<file path="config.mk">
export PLATFORM = sky130hd
export DESIGN_NAME = sg_chain_walker
export DESIGN_NICKNAME = d
export VERILOG_FILES = /design/src/rtl/sgw_pkg.sv /design/src/rtl/sgw_desc_fetch.sv /design/src/rtl/sgw_desc_decode.sv /design/src/rtl/sg_chain_walker.sv
export SDC_FILE = /design/constraint.sdc
export NUM_CORES = 1
export LEC_CHECK = 0
export ABC_AREA = 0
export BUFFER_PORTS_ARGS = -buffer_cell sky130_fd_sc_hd__buf_2
export CAP_MARGIN = 20
export CORE_MARGIN = 2
export CORE_UTILIZATION = 55
export DETAILED_ROUTE_END_ITERATION = 8
export PLACE_DENSITY = 0.95
export SKIP_CTS_REPAIR_TIMING = 1
export SYNTH_ARGS = -nofsm -noshare
export SYNTH_HDL_FRONTEND = slang
export SYNTH_SLANG_ARGS = --single-unit
export TNS_END_PERCENT = 30
</file>
<file path="constraint.sdc">
create_clock -name clk_i -period 3.7 [get_ports clk_i]
set_input_delay 0.185 -clock clk_i [delete_from_list [all_inputs] [get_ports clk_i]]
set_output_delay 0.185 -clock clk_i [all_outputs]
set_load 0.005 [all_outputs]
</file>
<file path="src/rtl/sgw_pkg.sv">
package sgw_pkg;
  localparam int unsigned SGW_WORD_W   = 32;
  localparam int unsigned SGW_ADDR_W   = 32;
  localparam int unsigned SGW_LEN_W    = 32;
  localparam int unsigned SGW_MODE_W   = 4;
  localparam int unsigned SGW_NWORDS   = 4;
  localparam int unsigned SGW_UNIT_SH  = 3;   // length unit = 8 bytes
  // flag byte bit positions (word 2, bits 7:0)
  localparam int unsigned FLG_ORD  = 4;
  localparam int unsigned FLG_OUT  = 5;
  localparam int unsigned FLG_LAST = 7;

  typedef enum logic [1:0] {
    WS_IDLE  = 2'd0,
    WS_FETCH = 2'd1,
    WS_ISSUE = 2'd2
  } walk_state_e;
endpackage

</file>
<file path="src/rtl/sgw_desc_fetch.sv">
module sgw_desc_fetch #(
  parameter int unsigned ADDR_W = 32,
  parameter int unsigned WORD_W = 32,
  parameter int unsigned NWORDS = 4
) (
  input  logic                     clk_i,
  input  logic                     rst_ni,
  input  logic                     go_i,
  input  logic [ADDR_W-1:0]        go_ptr_i,
  output logic                     mem_req_o,
  output logic [ADDR_W-1:0]        mem_addr_o,
  input  logic                     mem_ack_i,
  input  logic [WORD_W-1:0]        mem_rdata_i,
  output logic                     desc_vld_o,
  output logic [NWORDS*WORD_W-1:0] desc_words_o
);
  localparam int unsigned BEAT_W   = $clog2(NWORDS);
  localparam int unsigned WB_SHIFT = $clog2(WORD_W/8);

  logic              active_q;
  logic [BEAT_W-1:0] beat_q;
  logic [ADDR_W-1:0] base_q;
  logic              vld_q;
  logic              last_beat;
  logic              take;

  assign last_beat  = (beat_q == BEAT_W'(NWORDS-1));
  assign take       = active_q && mem_ack_i;
  assign mem_req_o  = active_q;
  assign mem_addr_o = base_q + (ADDR_W'(beat_q) << WB_SHIFT);
  assign desc_vld_o = vld_q;

  always_ff @(posedge clk_i or negedge rst_ni) begin
    if (!rst_ni) begin
      active_q <= 1'b0;
      beat_q   <= '0;
      base_q   <= '0;
      vld_q    <= 1'b0;
    end else begin
      vld_q <= 1'b0;
      if (go_i) begin
        active_q <= 1'b1;
        beat_q   <= '0;
        base_q   <= go_ptr_i;
      end else if (take) begin
        if (last_beat) begin
          active_q <= 1'b0;
          vld_q    <= 1'b1;
        end else begin
          beat_q <= beat_q + 1'b1;
        end
      end
    end
  end

  for (genvar w = 0; w < NWORDS; w++) begin : g_word
    logic [WORD_W-1:0] word_q;
    always_ff @(posedge clk_i or negedge rst_ni) begin
      if (!rst_ni)                              word_q <= '0;
      else if (take && beat_q == BEAT_W'(w))    word_q <= mem_rdata_i;
    end
    assign desc_words_o[w*WORD_W +: WORD_W] = word_q;
  end
endmodule

</file>
<file path="src/rtl/sgw_desc_decode.sv">
module sgw_desc_decode
  import sgw_pkg::*;
#(
  parameter int unsigned ADDR_W = 32,
  parameter int unsigned WORD_W = 32,
  parameter int unsigned LEN_W  = 32,
  parameter int unsigned MODE_W = 4,
  parameter int unsigned NWORDS = 4,
  localparam int unsigned BYTES_W = LEN_W + SGW_UNIT_SH
) (
  input  logic [NWORDS*WORD_W-1:0] words_i,
  output logic [ADDR_W-1:0]        addr_o,
  output logic [BYTES_W-1:0]       bytes_o,
  output logic                     ordered_o,
  output logic                     out_o,
  output logic                     last_o,
  output logic [MODE_W-1:0]        mode_o,
  output logic [ADDR_W-1:0]        next_o,
  output logic                     bad_len_o,
  output logic                     bad_link_o
);
  localparam int unsigned FLAG_LSB = 2*WORD_W;
  localparam int unsigned MODE_LSB = FLAG_LSB + 8;
  localparam int unsigned REST_W   = WORD_W - 8 - MODE_W;

  logic [7:0]       flags;
  logic [LEN_W-1:0] len_units;
  logic             unused_bits;

  assign flags     = words_i[FLAG_LSB +: 8];
  assign len_units = words_i[WORD_W +: LEN_W];

  assign addr_o    = words_i[0 +: ADDR_W];
  assign bytes_o   = {len_units, {SGW_UNIT_SH{1'b0}}};
  assign ordered_o = flags[FLG_ORD];
  assign out_o     = flags[FLG_OUT];
  assign last_o    = flags[FLG_LAST];
  assign mode_o    = words_i[MODE_LSB +: MODE_W];
  assign next_o    = words_i[3*WORD_W +: ADDR_W];

  assign bad_len_o  = (len_units == '0);
  assign bad_link_o = !last_o && (next_o == '0);

  assign unused_bits = ^{flags[3:0], flags[6], words_i[MODE_LSB+MODE_W +: REST_W]};
endmodule

</file>
<file path="src/rtl/sg_chain_walker.sv">
module sg_chain_walker
  import sgw_pkg::*;
#(
  parameter int unsigned ADDR_W = SGW_ADDR_W,
  parameter int unsigned WORD_W = SGW_WORD_W,
  parameter int unsigned LEN_W  = SGW_LEN_W,
  parameter int unsigned MODE_W = SGW_MODE_W,
  localparam int unsigned NWORDS  = SGW_NWORDS,
  localparam int unsigned BYTES_W = LEN_W + SGW_UNIT_SH
) (
  input  logic               clk_i,
  input  logic               rst_ni,
  input  logic               start_i,
  input  logic [ADDR_W-1:0]  start_ptr_i,
  output logic               busy_o,
  output logic               done_o,
  output logic               err_o,
  output logic               mem_req_o,
  output logic [ADDR_W-1:0]  mem_addr_o,
  input  logic               mem_ack_i,
  input  logic [WORD_W-1:0]  mem_rdata_i,
  output logic               xfer_valid_o,
  input  logic               xfer_ready_i,
  output logic [ADDR_W-1:0]  xfer_addr_o,
  output logic [BYTES_W-1:0] xfer_bytes_o,
  output logic               xfer_out_o,
  output logic               xfer_ordered_o,
  output logic [MODE_W-1:0]  xfer_mode_o
);
  walk_state_e state_q, state_d;

  logic                     fetch_go;
  logic [ADDR_W-1:0]        fetch_ptr;
  logic                     desc_vld;
  logic [NWORDS*WORD_W-1:0] desc_words;
  logic                     d_last, d_bad_len, d_bad_link;
  logic [ADDR_W-1:0]        d_next;
  logic                     done_q, err_q;
  logic                     fin, fin_err;

  sgw_desc_fetch #(
    .ADDR_W(ADDR_W), .WORD_W(WORD_W), .NWORDS(NWORDS)
  ) u_fetch (
    .clk_i        (clk_i),
    .rst_ni       (rst_ni),
    .go_i         (fetch_go),
    .go_ptr_i     (fetch_ptr),
    .mem_req_o    (mem_req_o),
    .mem_addr_o   (mem_addr_o),
    .mem_ack_i    (mem_ack_i),
    .mem_rdata_i  (mem_rdata_i),
    .desc_vld_o   (desc_vld),
    .desc_words_o (desc_words)
  );

  sgw_desc_decode #(
    .ADDR_W(ADDR_W), .WORD_W(WORD_W), .LEN_W(LEN_W), .MODE_W(MODE_W), .NWORDS(NWORDS)
  ) u_decode (
    .words_i    (desc_words),
    .addr_o     (xfer_addr_o),
    .bytes_o    (xfer_bytes_o),
    .ordered_o  (xfer_ordered_o),
    .out_o      (xfer_out_o),
    .last_o     (d_last),
    .mode_o     (xfer_mode_o),
    .next_o     (d_next),
    .bad_len_o  (d_bad_len),
    .bad_link_o (d_bad_link)
  );

  always_comb begin
    state_d   = state_q;
    fetch_go  = 1'b0;
    fetch_ptr = d_next;
    fin       = 1'b0;
    fin_err   = 1'b0;
    unique case (state_q)
      WS_IDLE: begin
        fetch_ptr = start_ptr_i;
        if (start_i) begin
          fetch_go = 1'b1;
          state_d  = WS_FETCH;
        end
      end
      WS_FETCH: begin
        if (desc_vld) begin
          if (d_bad_len || d_bad_link) begin
            fin     = 1'b1;
            fin_err = 1'b1;
            state_d = WS_IDLE;
          end else begin
            state_d = WS_ISSUE;
          end
        end
      end
      WS_ISSUE: begin
        if (xfer_ready_i) begin
          if (d_last) begin
            fin     = 1'b1;
            state_d = WS_IDLE;
          end else begin
            fetch_go = 1'b1;
            state_d  = WS_FETCH;
          end
        end
      end
      default: state_d = WS_IDLE;
    endcase
  end

  always_ff @(posedge clk_i or negedge rst_ni) begin
    if (!rst_ni) begin
      state_q <= WS_IDLE;
      done_q  <= 1'b0;
      err_q   <= 1'b0;
    end else begin
      state_q <= state_d;
      done_q  <= fin;
      err_q   <= fin_err;
    end
  end

  assign busy_o       = (state_q != WS_IDLE);
  assign done_o       = done_q;
  assign err_o        = err_q;
  assign xfer_valid_o = (state_q == WS_ISSUE);
endmodule

</file>
Word level (Yosys, flattened, before mapping)
Cells that the tools add are included.
{"block": "word_totals", "ramBits": 0, "wordCells": 66, "latch_bits": 0, "out_inout_bits": 110, "mem_count": 0, "mem_bits_ro": 0, "inputBits": 69, "ff_bits": 148}
{"block": "op_classes", "shifts": 0, "n_div": 0, "n_eq_ne": 9, "mux": 26, "n_mul": 0, "bitwise_logic": 0, "n_reduce_logical": 18, "magnitude_cmp": 0, "addsub": 2}
{"op": "$logic_not 32->1", "count": 2}
{"op": "$add 32x4->32", "count": 1}
{"op": "$mux 32", "count": 1}
{"op": "$mux 1", "count": 15}
{"op": "$mux 2", "count": 7}
{"op": "$eq 2x2->1 const B", "count": 3}
{"op": "$logic_and 1x1->1", "count": 6}
{"op": "$pmux 2 s3", "count": 1}
{"op": "$reduce_bool 2->1", "count": 3}
{"op": "$eq 2x1->1 const B", "count": 2}
{"op": "$logic_not 2->1", "count": 2}
{"op": "$ne 2x1->1 const B", "count": 2}
{"op": "$ne 2x2->1 const B", "count": 2}
{"op": "$pmux 1 s2", "count": 2}
{"op": "$reduce_and 2->1", "count": 2}
{"op": "$reduce_and 3->1", "count": 1}
{"op": "$add 2x1->2 const B", "count": 1}
{"op": "$logic_not 1->1", "count": 1}
{"op": "$logic_or 1x1->1", "count": 1}

Longest topological paths before layout
{"block": "depth", "ltp_word": 6, "depth_mapped": 7, "depth_no_buf": 6}

Cells and area by module
A second synthesis with hierarchy kept.
{"block": "hier_totals", "cells_unflattened": 635, "hier_area_um2": 8309.2}
{"mod": "sgw_desc_fetch", "seq_area_each_um2": 4103.9, "area_each_um2": 6711.4, "n_inst": 1, "cells_each": 443}
{"mod": "sgw_desc_decode", "seq_area_each_um2": 0.0, "area_each_um2": 948.4, "n_inst": 1, "cells_each": 130}
{"mod": "sg_chain_walker", "seq_area_each_um2": 100.1, "area_each_um2": 649.4, "n_inst": 1, "cells_each": 62}

Worst setup path after synthesis
OpenSTA, ideal clock, no wires.
{"block": "synth_timing", "path_kind": "register -> output", "start": "register u_fetch.beat_q[0]", "end": "output mem_addr_o[16]", "path_buffers": 0, "required_ps": 3515, "stages_incl_launch_ff": 7, "setup_slack_ps": 1939, "t_arrival_ps": 1576, "cell_sequence": "dfrtp_1 -> ha_1 -> fa_1 -> nand2_1 -> nor3_4 -> and3_1 -> xor2_1"}
{"block": "synth_via", "elab_chain_len": 1}
{"element": "start: declaration", "line_no": "sgw_desc_fetch.sv:21", "source": "logic [BEAT_W-1:0] beat_q;"}
{"element": "start signal: assignment", "line_no": "sgw_desc_fetch.sv:50", "source": "beat_q <= beat_q + 1'b1;"}
{"element": "$add 32x4->32", "line_no": "sgw_desc_fetch.sv:30", "source": "assign mem_addr_o = base_q + (ADDR_W'(beat_q) << WB_SHIFT);"}
{"element": "end: declaration", "line_no": "sg_chain_walker.sv:19", "source": "output logic [ADDR_W-1:0] mem_addr_o,"}
Every way passes these cells.

Final worst setup path
{"block": "layout_timing", "start": "register u_fetch.beat_q[1]", "end": "output mem_addr_o[31]"}
Same word-level chain as after synthesis.

==> results.sh <==
export IMPL_area_delta_synth_final_pct=24.74
export IMPL_cts_buffer_depth=2
export IMPL_htreeDepth=4
export IMPL_syn_avg_cell_area_um2=12.65
export IMPL_cts_tree="done"
export IMPL_slew_violations=0
export IMPL_worstPathMaxFanout=9
export IMPL_grt_pass1_vias=5050
export IMPL_rsz0062_at_grt="no"
export IMPL_coreArea_um2=11470
export IMPL_p_leak_nw=3.821
export IMPL_crit_family="simple AND/OR/NAND/NOR gates"
export IMPL_slew_headroom_pct=30.43
export IMPL_grt_pass1_wl_um=26420
export IMPL_drv_cap=0
export IMPL_cp_cell_sequence="ha_1 > a21oi_1 > nor3_2 > nand4_1 > xnor2_1 > buf_2"
export IMPL_vias=4862
export IMPL_cts_root_buf="clkbuf_16"
export IMPL_antenna_found_initial=0
export IMPL_synth_top_area_share_pct=55.15
export IMPL_min_period_over_period_pct=71.18
export IMPL_grt_usage_pct=26.94
export IMPL_fin_crit_ns=2.633
export IMPL_drt_pass1_iter_count=5
export IMPL_regArea_um2=3578
export IMPL_dpl_cell_count=813
export IMPL_layout_cells_non_filler=846
export IMPL_dp_hpwl_um=12340
export IMPL_cts_sinks=143
export IMPL_cpPeakStageDelay_ns=0.58
export IMPL_final_common_cell="buf_2"
export IMPL_syn_cell_area_um2=6489
export IMPL_rows=39
export IMPL_multi_input_area_um2=2765
export IMPL_critical_path_startpoint="u_fetch.beat_q[1]$_DFFE_PN0P_"
export IMPL_ys_top_cells_by_area="dfrtp_1 (55%), mux2_2 (18%), mux2i_1 (4.9%)"
export IMPL_synth_cell_types=37
export IMPL_crit_path_top_delay_cell="nor3_2"
export IMPL_die_w_um=112.6
export IMPL_routed_wirelength_um=16620
export IMPL_use_met3_pct=6.317
export IMPL_yosysTopAreaCell="dfrtp_1"
export IMPL_rr_startpoint="state_q[0]$_DFFE_PN0P_"
export IMPL_crit_path_start_kind="register"
export IMPL_power_density_nw_per_um2=941.2
export IMPL_synth_warnings=0
export IMPL_drive_above_1_share_pct=46.09
export IMPL_setup_tns_ns=0
export IMPL_setup_viol=0
export IMPL_num_nets_final=770
export IMPL_die_h_um=112.6
export IMPL_ant_nets=0
export IMPL_max_freq_ghz=0.3797
export IMPL_synthCells=513
export IMPL_status="completed"
export IMPL_path_class="reg -> out"
export IMPL_final_cell_mix="buf_2 (174), dfrtp_1 (143), mux2_2 (103), nor2_1 (42), a21oi_1 (36)"
export IMPL_grt_met1_usage_pct=34.54
export IMPL_synth_seq_cells=143
export IMPL_path_clk_slew_ns=0.06
export IMPL_start_util_pct=56.58
export IMPL_crit_arrival_ns=2.45
export IMPL_fin_worst_skew_ns=0.007726
export IMPL_min_from="mem_rdata_i[28]"
export IMPL_clk_insertion_delay_late_ns=0.42
export IMPL_crit_path_end_kind="primary output"
export IMPL_gp_congestion=0.8811
export IMPL_grt_max_degree=95
export IMPL_synth_seq_area_share_pct=55.15
export IMPL_grt_use_met2_pct=45.35
export IMPL_grt_busiest_layer="met2"
export IMPL_fill_cells=724
export IMPL_drc=0
export IMPL_irDropWorstVdd_uv=544.9
export IMPL_io_pins=179
export IMPL_hp_class="in -> reg"
export IMPL_cts_buffers=17
export IMPL_critPathBufInv=1
export IMPL_via_per_inst=5.747
export IMPL_wl_per_cell_um=19.64
export IMPL_worst_pin_slew_ns=1.044
export IMPL_drt_initial_drc_count=422
export IMPL_total_power_w=0.007618
export IMPL_dieArea_um2=12680
export IMPL_finalHoldViolCount=0
export IMPL_grt_overflow=0
export IMPL_antenna_cells=0
export IMPL_critPathRequiredTime_ns=3.51
export IMPL_io_buffers=175
[cell usage after synthesis]
library cell  instances
a21bo_2               1
a21o_1                1
a21oi_1              36
a31oi_1               1
a32o_1                2
and2_1                1
and3_1                4
and4_1                2
buf_1                 2
buf_2                16
buf_4                 5
clkbuf_1              3
conb_1                1
dfrtp_1             143
fa_1                  1
ha_1                 10
inv_1                 8
mux2_2              103
mux2i_1              32
nand2_1              11
nand2b_1              1
nand3_1              17
nand4_1              13
nand4_4               1
nor2_1               42
nor3_1                1
nor3_2                1
nor3_4                2
nor4_1               16
o21ai_0               1
o221ai_1              1
o31ai_1               1
or2_2                 1
or2b_1                1
or3_1                 2
xnor2_1              22
xor2_1                7
[logic make-up (layout without fill, tap and decap cells)]
group	after synthesis	after routing	share of synthesized area, %
other	1	3	0.05779
XOR/XNOR	29	29	3.914
AND/OR/NAND/NOR	116	116	9.487
buffers and inverters	34	222	2.565
multiplexers	135	135	22.81
flip-flops	143	143	55.15
adder cells (fa/ha/maj)	11	11	2.237
AO/OA/AOI/OAI	44	44	3.779
[worst paths after layout]
check | slack (ns) | endpoint | cells past startpoint
hold reg to reg | 0.50 | u_fetch.g_word[0].word_q[27]$_DFFE_PN0P_ | 1
min in group asynchronous | 0.41 | u_fetch.g_word[1].word_q[12]$_DFFE_PN0P_ | 2
setup reg to reg | 1.42 | u_fetch.base_q[9]$_DFFE_PN0P_ | 6
setup / recovery | 1.07 | mem_addr_o[31] | 6
hold / removal | 0.05 | u_fetch.g_word[1].word_q[28]$_DFFE_PN0P_ | 2
max in group asynchronous | 2.40 | u_fetch.g_word[3].word_q[11]$_DFFE_PN0P_ | 3
[layout make-up]
| type | instances | share of cell area [%] |
|---|---|---|
| clock inverter | 8 | 1.268 |
| timing repair buffer | 182 | 11.58 |
| clock buffer | 24 | 6.199 |
| tap | 143 | 2.211 |
| multi-input combinational | 338 | 34.16 |
| inverter | 8 | 0.3710 |
| sequential | 143 | 44.21 |
[state kept, by name (all words and copies together) (netlist names)]
signal	cells
u_fetch.base_q	32
u_fetch.desc_vld_o	1
state_q	2
u_fetch.g_word.word_q	103
err_o	1
u_fetch.mem_req_o	1
u_fetch.beat_q	2
done_o	1
[where the power goes]
part	leakage [nW]	internal [W]	total, W	switching (W)
clock	0.293	0.00108	0.00171	0.000625
sequential	1.70	0.00235	0.00306	0.000710
combinational	1.83	0.00150	0.00285	0.00135
[through the flow]
| step | hold WS, ns | utilization (%) | area (um^2) | setup WS [ns] |
|---|---|---|---|---|
| global route | 0.03907 | 70.58 | 8094 | 0.8592 |
| detailed placement | 0.3140 | 65.23 | 7480 | 1.471 |
| global placement | 0.3018 | 65.23 | 7480 | 1.631 |
| floorplan | -0.1106 | - | 6496 | 1.939 |
| CTS | -0.1227 | 70.50 | 8084 | 1.026 |
| finish | 0.05131 | 70.58 | 8094 | 1.067 |
[metal layers]
| layer | vias to the layer above | part of all wire, % |
|---|---|---|
| met5 | - | 0 |
| met3 | 25 | 5.7 |
| met4 | 0 | 1.8 |
| li1 | 2185 | - |
| met1 | 2466 | 41 |
| met2 | 186 | 51 |
(Power assumes the default switching activity.)
